$ cat config.mk
export PLATFORM = sky130hd
export DESIGN_NAME = intdiv_top
export DESIGN_NICKNAME = d
export VERILOG_FILES = /design/src/rtl/intdiv_pkg.sv /design/src/rtl/intdiv_prep.sv /design/src/rtl/intdiv_core.sv /design/src/rtl/intdiv_fix.sv /design/src/rtl/intdiv_top.sv
export SDC_FILE = /design/constraint.sdc
export NUM_CORES = 1
export LEC_CHECK = 0
export ABC_AREA = 1
export CAP_MARGIN = 0
export CELL_PAD_IN_SITES_DETAIL_PLACEMENT = 1
export CELL_PAD_IN_SITES_GLOBAL_PLACEMENT = 2
export CORE_MARGIN = 2
export CORE_UTILIZATION = 30
export CTS_CLUSTER_DIAMETER = 40
export DETAILED_ROUTE_END_ITERATION = 12
export DONT_BUFFER_PORTS = 1
export GPL_ROUTABILITY_DRIVEN = 0
export HOLD_SLACK_MARGIN = 0.03
export PLACE_DENSITY = 0.65
export SLEW_MARGIN = 20
export SYNTH_ARGS = -nofsm -noshare
export SYNTH_HDL_FRONTEND = slang
export SYNTH_SLANG_ARGS = --single-unit
$ cat constraint.sdc
create_clock -name clk -period 4.4 [get_ports clk]
set_input_delay 0.44 -clock clk [delete_from_list [all_inputs] [get_ports clk]]
set_output_delay 0.44 -clock clk [all_outputs]
set_load 0.02 [all_outputs]
$ cat src/rtl/intdiv_pkg.sv
package intdiv_pkg;

    typedef enum logic {
        MODE_UNSIGNED = 1'b0,
        MODE_SIGNED   = 1'b1
    } div_mode_e;

    typedef struct packed {
        logic neg_quot;
        logic neg_rem;
    } sign_fix_t;

endpackage

$ cat src/rtl/intdiv_prep.sv
module intdiv_prep
    import intdiv_pkg::*;
#(
    parameter int WIDTH = 8
) (
    input  logic             mode_i,
    input  logic [WIDTH-1:0] num_i,
    input  logic [WIDTH-1:0] den_i,
    output logic [WIDTH-1:0] num_mag_o,
    output logic [WIDTH-1:0] den_mag_o,
    output sign_fix_t        fix_o
);
    localparam int MSB = WIDTH - 1;

    div_mode_e mode;
    logic      num_neg;
    logic      den_neg;

    always_comb begin
        mode    = div_mode_e'(mode_i);
        num_neg = (mode == MODE_SIGNED) && num_i[MSB];
        den_neg = (mode == MODE_SIGNED) && den_i[MSB];
        num_mag_o = num_neg ? (~num_i + 1'b1) : num_i;
        den_mag_o = den_neg ? (~den_i + 1'b1) : den_i;
        fix_o.neg_quot = num_neg ^ den_neg;
        fix_o.neg_rem  = num_neg;
    end
endmodule

$ cat src/rtl/intdiv_core.sv
module intdiv_core #(
    parameter int WIDTH = 8
) (
    input  logic             clk,
    input  logic             rst,
    input  logic             load_i,
    input  logic [WIDTH-1:0] num_i,
    input  logic [WIDTH-1:0] den_i,
    output logic             run_o,
    output logic             fin_o,
    output logic [WIDTH-1:0] quot_o,
    output logic [WIDTH-1:0] rem_o
);
    localparam int DW = 2 * WIDTH;
    localparam int CW = (WIDTH > 2) ? $clog2(WIDTH) : 1;
    localparam logic [CW-1:0] LAST = CW'(WIDTH - 1);

    logic [DW-1:0]    work_q;
    logic [WIDTH-1:0] den_q;
    logic [CW-1:0]    cnt_q;
    logic             run_q;
    logic             fin_q;

    logic [DW-1:0]    shifted;
    logic [WIDTH+1:0] trial;
    logic             borrow;
    logic [DW-1:0]    work_d;

    always_comb begin
        shifted = {work_q[DW-2:0], 1'b0};
        trial   = {1'b0, work_q[DW-1:WIDTH-1]} - {2'b00, den_q};
        borrow  = trial[WIDTH+1];
        work_d  = borrow ? shifted
                         : {trial[WIDTH-1:0], shifted[WIDTH-1:1], 1'b1};
    end

    always_ff @(posedge clk) begin
        if (rst) begin
            work_q <= '0;
            den_q  <= '0;
            cnt_q  <= '0;
            run_q  <= 1'b0;
            fin_q  <= 1'b0;
        end else if (load_i) begin
            work_q <= {{WIDTH{1'b0}}, num_i};
            den_q  <= den_i;
            cnt_q  <= '0;
            run_q  <= 1'b1;
            fin_q  <= 1'b0;
        end else if (run_q) begin
            work_q <= work_d;
            if (cnt_q == LAST) begin
                run_q <= 1'b0;
                fin_q <= 1'b1;
            end else begin
                cnt_q <= cnt_q + 1'b1;
            end
        end else begin
            fin_q <= 1'b0;
        end
    end

    assign run_o  = run_q;
    assign fin_o  = fin_q;
    assign quot_o = work_q[WIDTH-1:0];
    assign rem_o  = work_q[DW-1:WIDTH];
endmodule

$ cat src/rtl/intdiv_fix.sv
module intdiv_fix
    import intdiv_pkg::*;
#(
    parameter int WIDTH = 8
) (
    input  sign_fix_t        fix_i,
    input  logic [WIDTH-1:0] quot_mag_i,
    input  logic [WIDTH-1:0] rem_mag_i,
    output logic [WIDTH-1:0] quot_o,
    output logic [WIDTH-1:0] rem_o
);
    always_comb begin
        quot_o = fix_i.neg_quot ? (~quot_mag_i + 1'b1) : quot_mag_i;
        rem_o  = fix_i.neg_rem  ? (~rem_mag_i + 1'b1)  : rem_mag_i;
    end
endmodule

$ cat src/rtl/intdiv_top.sv
module intdiv_top
    import intdiv_pkg::*;
#(
    parameter int WIDTH = 8
) (
    input  logic             clk,
    input  logic             rst,
    input  logic             start_i,
    input  logic             signed_i,
    input  logic [WIDTH-1:0] dividend_i,
    input  logic [WIDTH-1:0] divisor_i,
    output logic             done_o,
    output logic [WIDTH-1:0] quotient_o,
    output logic [WIDTH-1:0] remainder_o
);
    logic             core_run;
    logic             core_fin;
    logic             busy_w;
    logic             accept;
    logic [WIDTH-1:0] num_mag;
    logic [WIDTH-1:0] den_mag;
    sign_fix_t        fix_now;
    sign_fix_t        fix_q;
    logic [WIDTH-1:0] quot_mag;
    logic [WIDTH-1:0] rem_mag;
    logic [WIDTH-1:0] quot_fixed;
    logic [WIDTH-1:0] rem_fixed;

    assign busy_w = core_run | core_fin;
    assign accept = start_i & ~busy_w;

    intdiv_prep #(.WIDTH(WIDTH)) prep_i (
        .mode_i    (signed_i),
        .num_i     (dividend_i),
        .den_i     (divisor_i),
        .num_mag_o (num_mag),
        .den_mag_o (den_mag),
        .fix_o     (fix_now)
    );

    intdiv_core #(.WIDTH(WIDTH)) core_i (
        .clk    (clk),
        .rst    (rst),
        .load_i (accept),
        .num_i  (num_mag),
        .den_i  (den_mag),
        .run_o  (core_run),
        .fin_o  (core_fin),
        .quot_o (quot_mag),
        .rem_o  (rem_mag)
    );

    intdiv_fix #(.WIDTH(WIDTH)) fix_i (
        .fix_i      (fix_q),
        .quot_mag_i (quot_mag),
        .rem_mag_i  (rem_mag),
        .quot_o     (quot_fixed),
        .rem_o      (rem_fixed)
    );

    always_ff @(posedge clk) begin
        if (rst) begin
            fix_q       <= '0;
            done_o      <= 1'b0;
            quotient_o  <= '0;
            remainder_o <= '0;
        end else begin
            if (accept) fix_q <= fix_now;
            done_o <= core_fin;
            if (core_fin) begin
                quotient_o  <= quot_fixed;
                remainder_o <= rem_fixed;
            end
        end
    end
endmodule

==> results.sh <==
export IMPL_report_final_setup_viol=0
export IMPL_ys_seq_elements=48
export IMPL_cts_buffer_depth=2
export IMPL_worstSetupStartpointType="flip-flop"
export IMPL_drc=0
export IMPL_drtIter0Drc=51
export IMPL_layout_common_cells="nand2_1, inv_1, dfxtp_1"
export IMPL_post_drt_wl_per_cell_um=15.33
export IMPL_place_hpwl_um=6126
export IMPL_worst_hold_path_type="primary input to flip-flop"
export IMPL_track_usage_pct=16.04
export IMPL_cp_required_ns=4.62
export IMPL_synth_cell_area_mm2=0.002804
export IMPL_ctsHoldBuffers=0
export IMPL_layout_worst_path_cycle_share_pct=51.89
export IMPL_r2r_worst_path_cells=4
export IMPL_cts_root_buf="clkbuf_8"
export IMPL_drv_slew=0
export IMPL_post_cts_buffers=0
export IMPL_die_height_um=100.7
export IMPL_period_minus_slack_ns=2.283
export IMPL_cts_tree="built"
export IMPL_rows=35
export IMPL_area_growth_pct=5.979
export IMPL_clock_latency_ns=0.30
export IMPL_cts_buffers=5
export IMPL_ios=37
export IMPL_max_freq_mhz=438.0
export IMPL_cts_resized=0
export IMPL_grt_pass1_wl_um=12850
export IMPL_worstPathMaxFanout=31
export IMPL_ys_top_cells_by_area="dfxtp_1, nand2_1, inv_1"
export IMPL_critical_path_endpoint_type="flip-flop"
export IMPL_synth_cell_types=32
export IMPL_max_cap_violations=0
export IMPL_hold_viol=0
export IMPL_reg2reg_slack_ns=2.12
export IMPL_synth_top_area_share_pct=34.27
export IMPL_final_common_cell="nand2_1"
export IMPL_htree_levels=2
export IMPL_hold_depth=1
export IMPL_fin_util_pct=32.47
export IMPL_leakage_nw=1.266
export IMPL_drive_gt1_share_pct=4.592
export IMPL_status="complete, no violations"
export IMPL_overflow=0
export IMPL_cellPowerDensity_mw_per_mm2=395.2
export IMPL_drt_wl_total_um=7710
export IMPL_coreArea_mm2=0.009153
export IMPL_ys_seq_area_share_pct=34.27
export IMPL_ant_nets=0
export IMPL_final_cells=503
export IMPL_slew_limit_headroom_pct=43.82
export IMPL_place_inst=495
export IMPL_synth_top_area_cell="dfxtp_1"
export IMPL_cts_clk_slew_worst_paths_ns=0.10
export IMPL_vias_per_cell=4.950
export IMPL_start_util_pct=30.64
export IMPL_yosys_warnings=0
export IMPL_die_area_mm2=0.01014
export IMPL_grt_pass1_vias=2530
export IMPL_vias=2490
export IMPL_rsz0062_at_grt="no"
export IMPL_max_slew_worst_pin_slew_ns=0.8416
export IMPL_io_buffers=0
export IMPL_fin_nets=426
export IMPL_diodes=0
export IMPL_synth_area_per_cell_um2=7.135
export IMPL_syn_nets=428
export IMPL_antenna_found_initial=0
export IMPL_fin_tns_setup_ns=0
export IMPL_arrival_ns=2.50
export IMPL_clock_skew_final_ns=0.008215
export IMPL_path_class="flip-flop to flip-flop"
export IMPL_grt_max_degree=32
export IMPL_ir_drop_v=0.0001442
export IMPL_dieWidth_um=100.7
export IMPL_syn_inst=393
export IMPL_first_pass_iters=4
export IMPL_cts_sinks=48
-- stage by stage --
step / instance area [µm²] / setup slack (ns) / hold slack (ns) / power, mW
after floorplan: 2804 / 2.827 / 0.4464 / 0.8163
after global placement: 2882 / 2.132 / 0.4568 / 0.9188
after detailed placement: 2882 / 2.084 / 0.4626 / 0.9198
after CTS: 2972 / 2.052 / 0.1793 / 1.201
after global routing: 2972 / 1.842 / 0.1805 / 1.280
final: 2972 / 2.117 / 0.1929 / 1.174
-- worst paths after layout --
kind	from	to
min	rst	core_i.work_q[1]$_SDFFE_PP0P_
max	core_i.fin_o$_SDFFE_PP0P_	fix_q[1]$_SDFFE_PP0P_
max reg2reg	core_i.fin_o$_SDFFE_PP0P_	fix_q[1]$_SDFFE_PP0P_
min reg2reg	core_i.cnt_q[1]$_SDFFE_PP0P_	core_i.cnt_q[1]$_SDFFE_PP0P_
-- synth_stat cells --
library cell / n
a21oi_1: 41
a21oi_4: 1
a31oi_1: 1
a32o_1: 1
a32oi_1: 1
buf_6: 1
clkbuf_1: 6
clkbuf_8: 2
dfxtp_1: 48
fa_1: 1
ha_1: 14
inv_1: 59
nand2_1: 73
nand2_2: 1
nand3_1: 38
nand3_2: 1
nand3_4: 2
nand3b_1: 1
nand4_1: 10
nor2_1: 19
nor2_2: 1
nor2_4: 1
nor3_1: 4
o211ai_1: 3
o21ai_0: 36
o221ai_1: 3
o22ai_1: 3
o31ai_1: 2
or2_2: 2
or2_4: 1
xnor2_1: 1
xor2_1: 15
-- worst max-delay path, stage by stage, from the launching register on --
cell	delay [ns]
dfxtp_1	0.88
inv_1	0.32
nand3_4	0.22
nand2_1	0.42
o221ai_1	0.35
-- state kept, by name (all words and copies together) (netlist names) --
name / flops
remainder_o: 8
core_i.cnt_q: 3
core_i.den_q: 8
core_i.fin_o: 1
quotient_o: 8
fix_q: 2
core_i.run_o: 1
done_o: 1
core_i.work_q: 16
-- where the power goes --
| part | internal (mW) | switching, mW | total (mW) | leakage (nW) |
|---|---|---|---|---|
| logic | 0.148 | 0.266 | 0.414 | 0.831 |
| registers | 0.459 | 0.0280 | 0.487 | 0.390 |
| clock network | 0.113 | 0.161 | 0.274 | 0.0445 |
-- kinds of logic (layout without fill, tap and decap cells) --
family	count (synthesis)	in the layout	synth area share, %
buffers and inverters	68	67	10.08
DFF	48	48	34.27
xor gates and xnor gates	16	16	4.998
and+or+nand+nor	154	154	25.52
adders and majority gates	15	15	6.961
AOI/OAI and AO/OA	92	92	18.16
-- final cells by class --
cell class	instances	area, µm²
well taps	111	138.9
clock inverters	3	21.27
flip-flops and latches	48	960.9
clock buffers	5	68.82
fillers	1155	6181
inverters	59	221.5
multi-input cells	277	1560
-- layer usage --
metal | track usage [%] | vias up | share of wire (%)
met1 | 21.49 | 1148 | 50
met5 | 0 | - | 0
met3 | 3.329 | 4 | 3.5
li1 | - | 1306 | -
met4 | 3.477 | 0 | 0.82
met2 | 26.56 | 32 | 46
(Power assumes the default switching activity.)
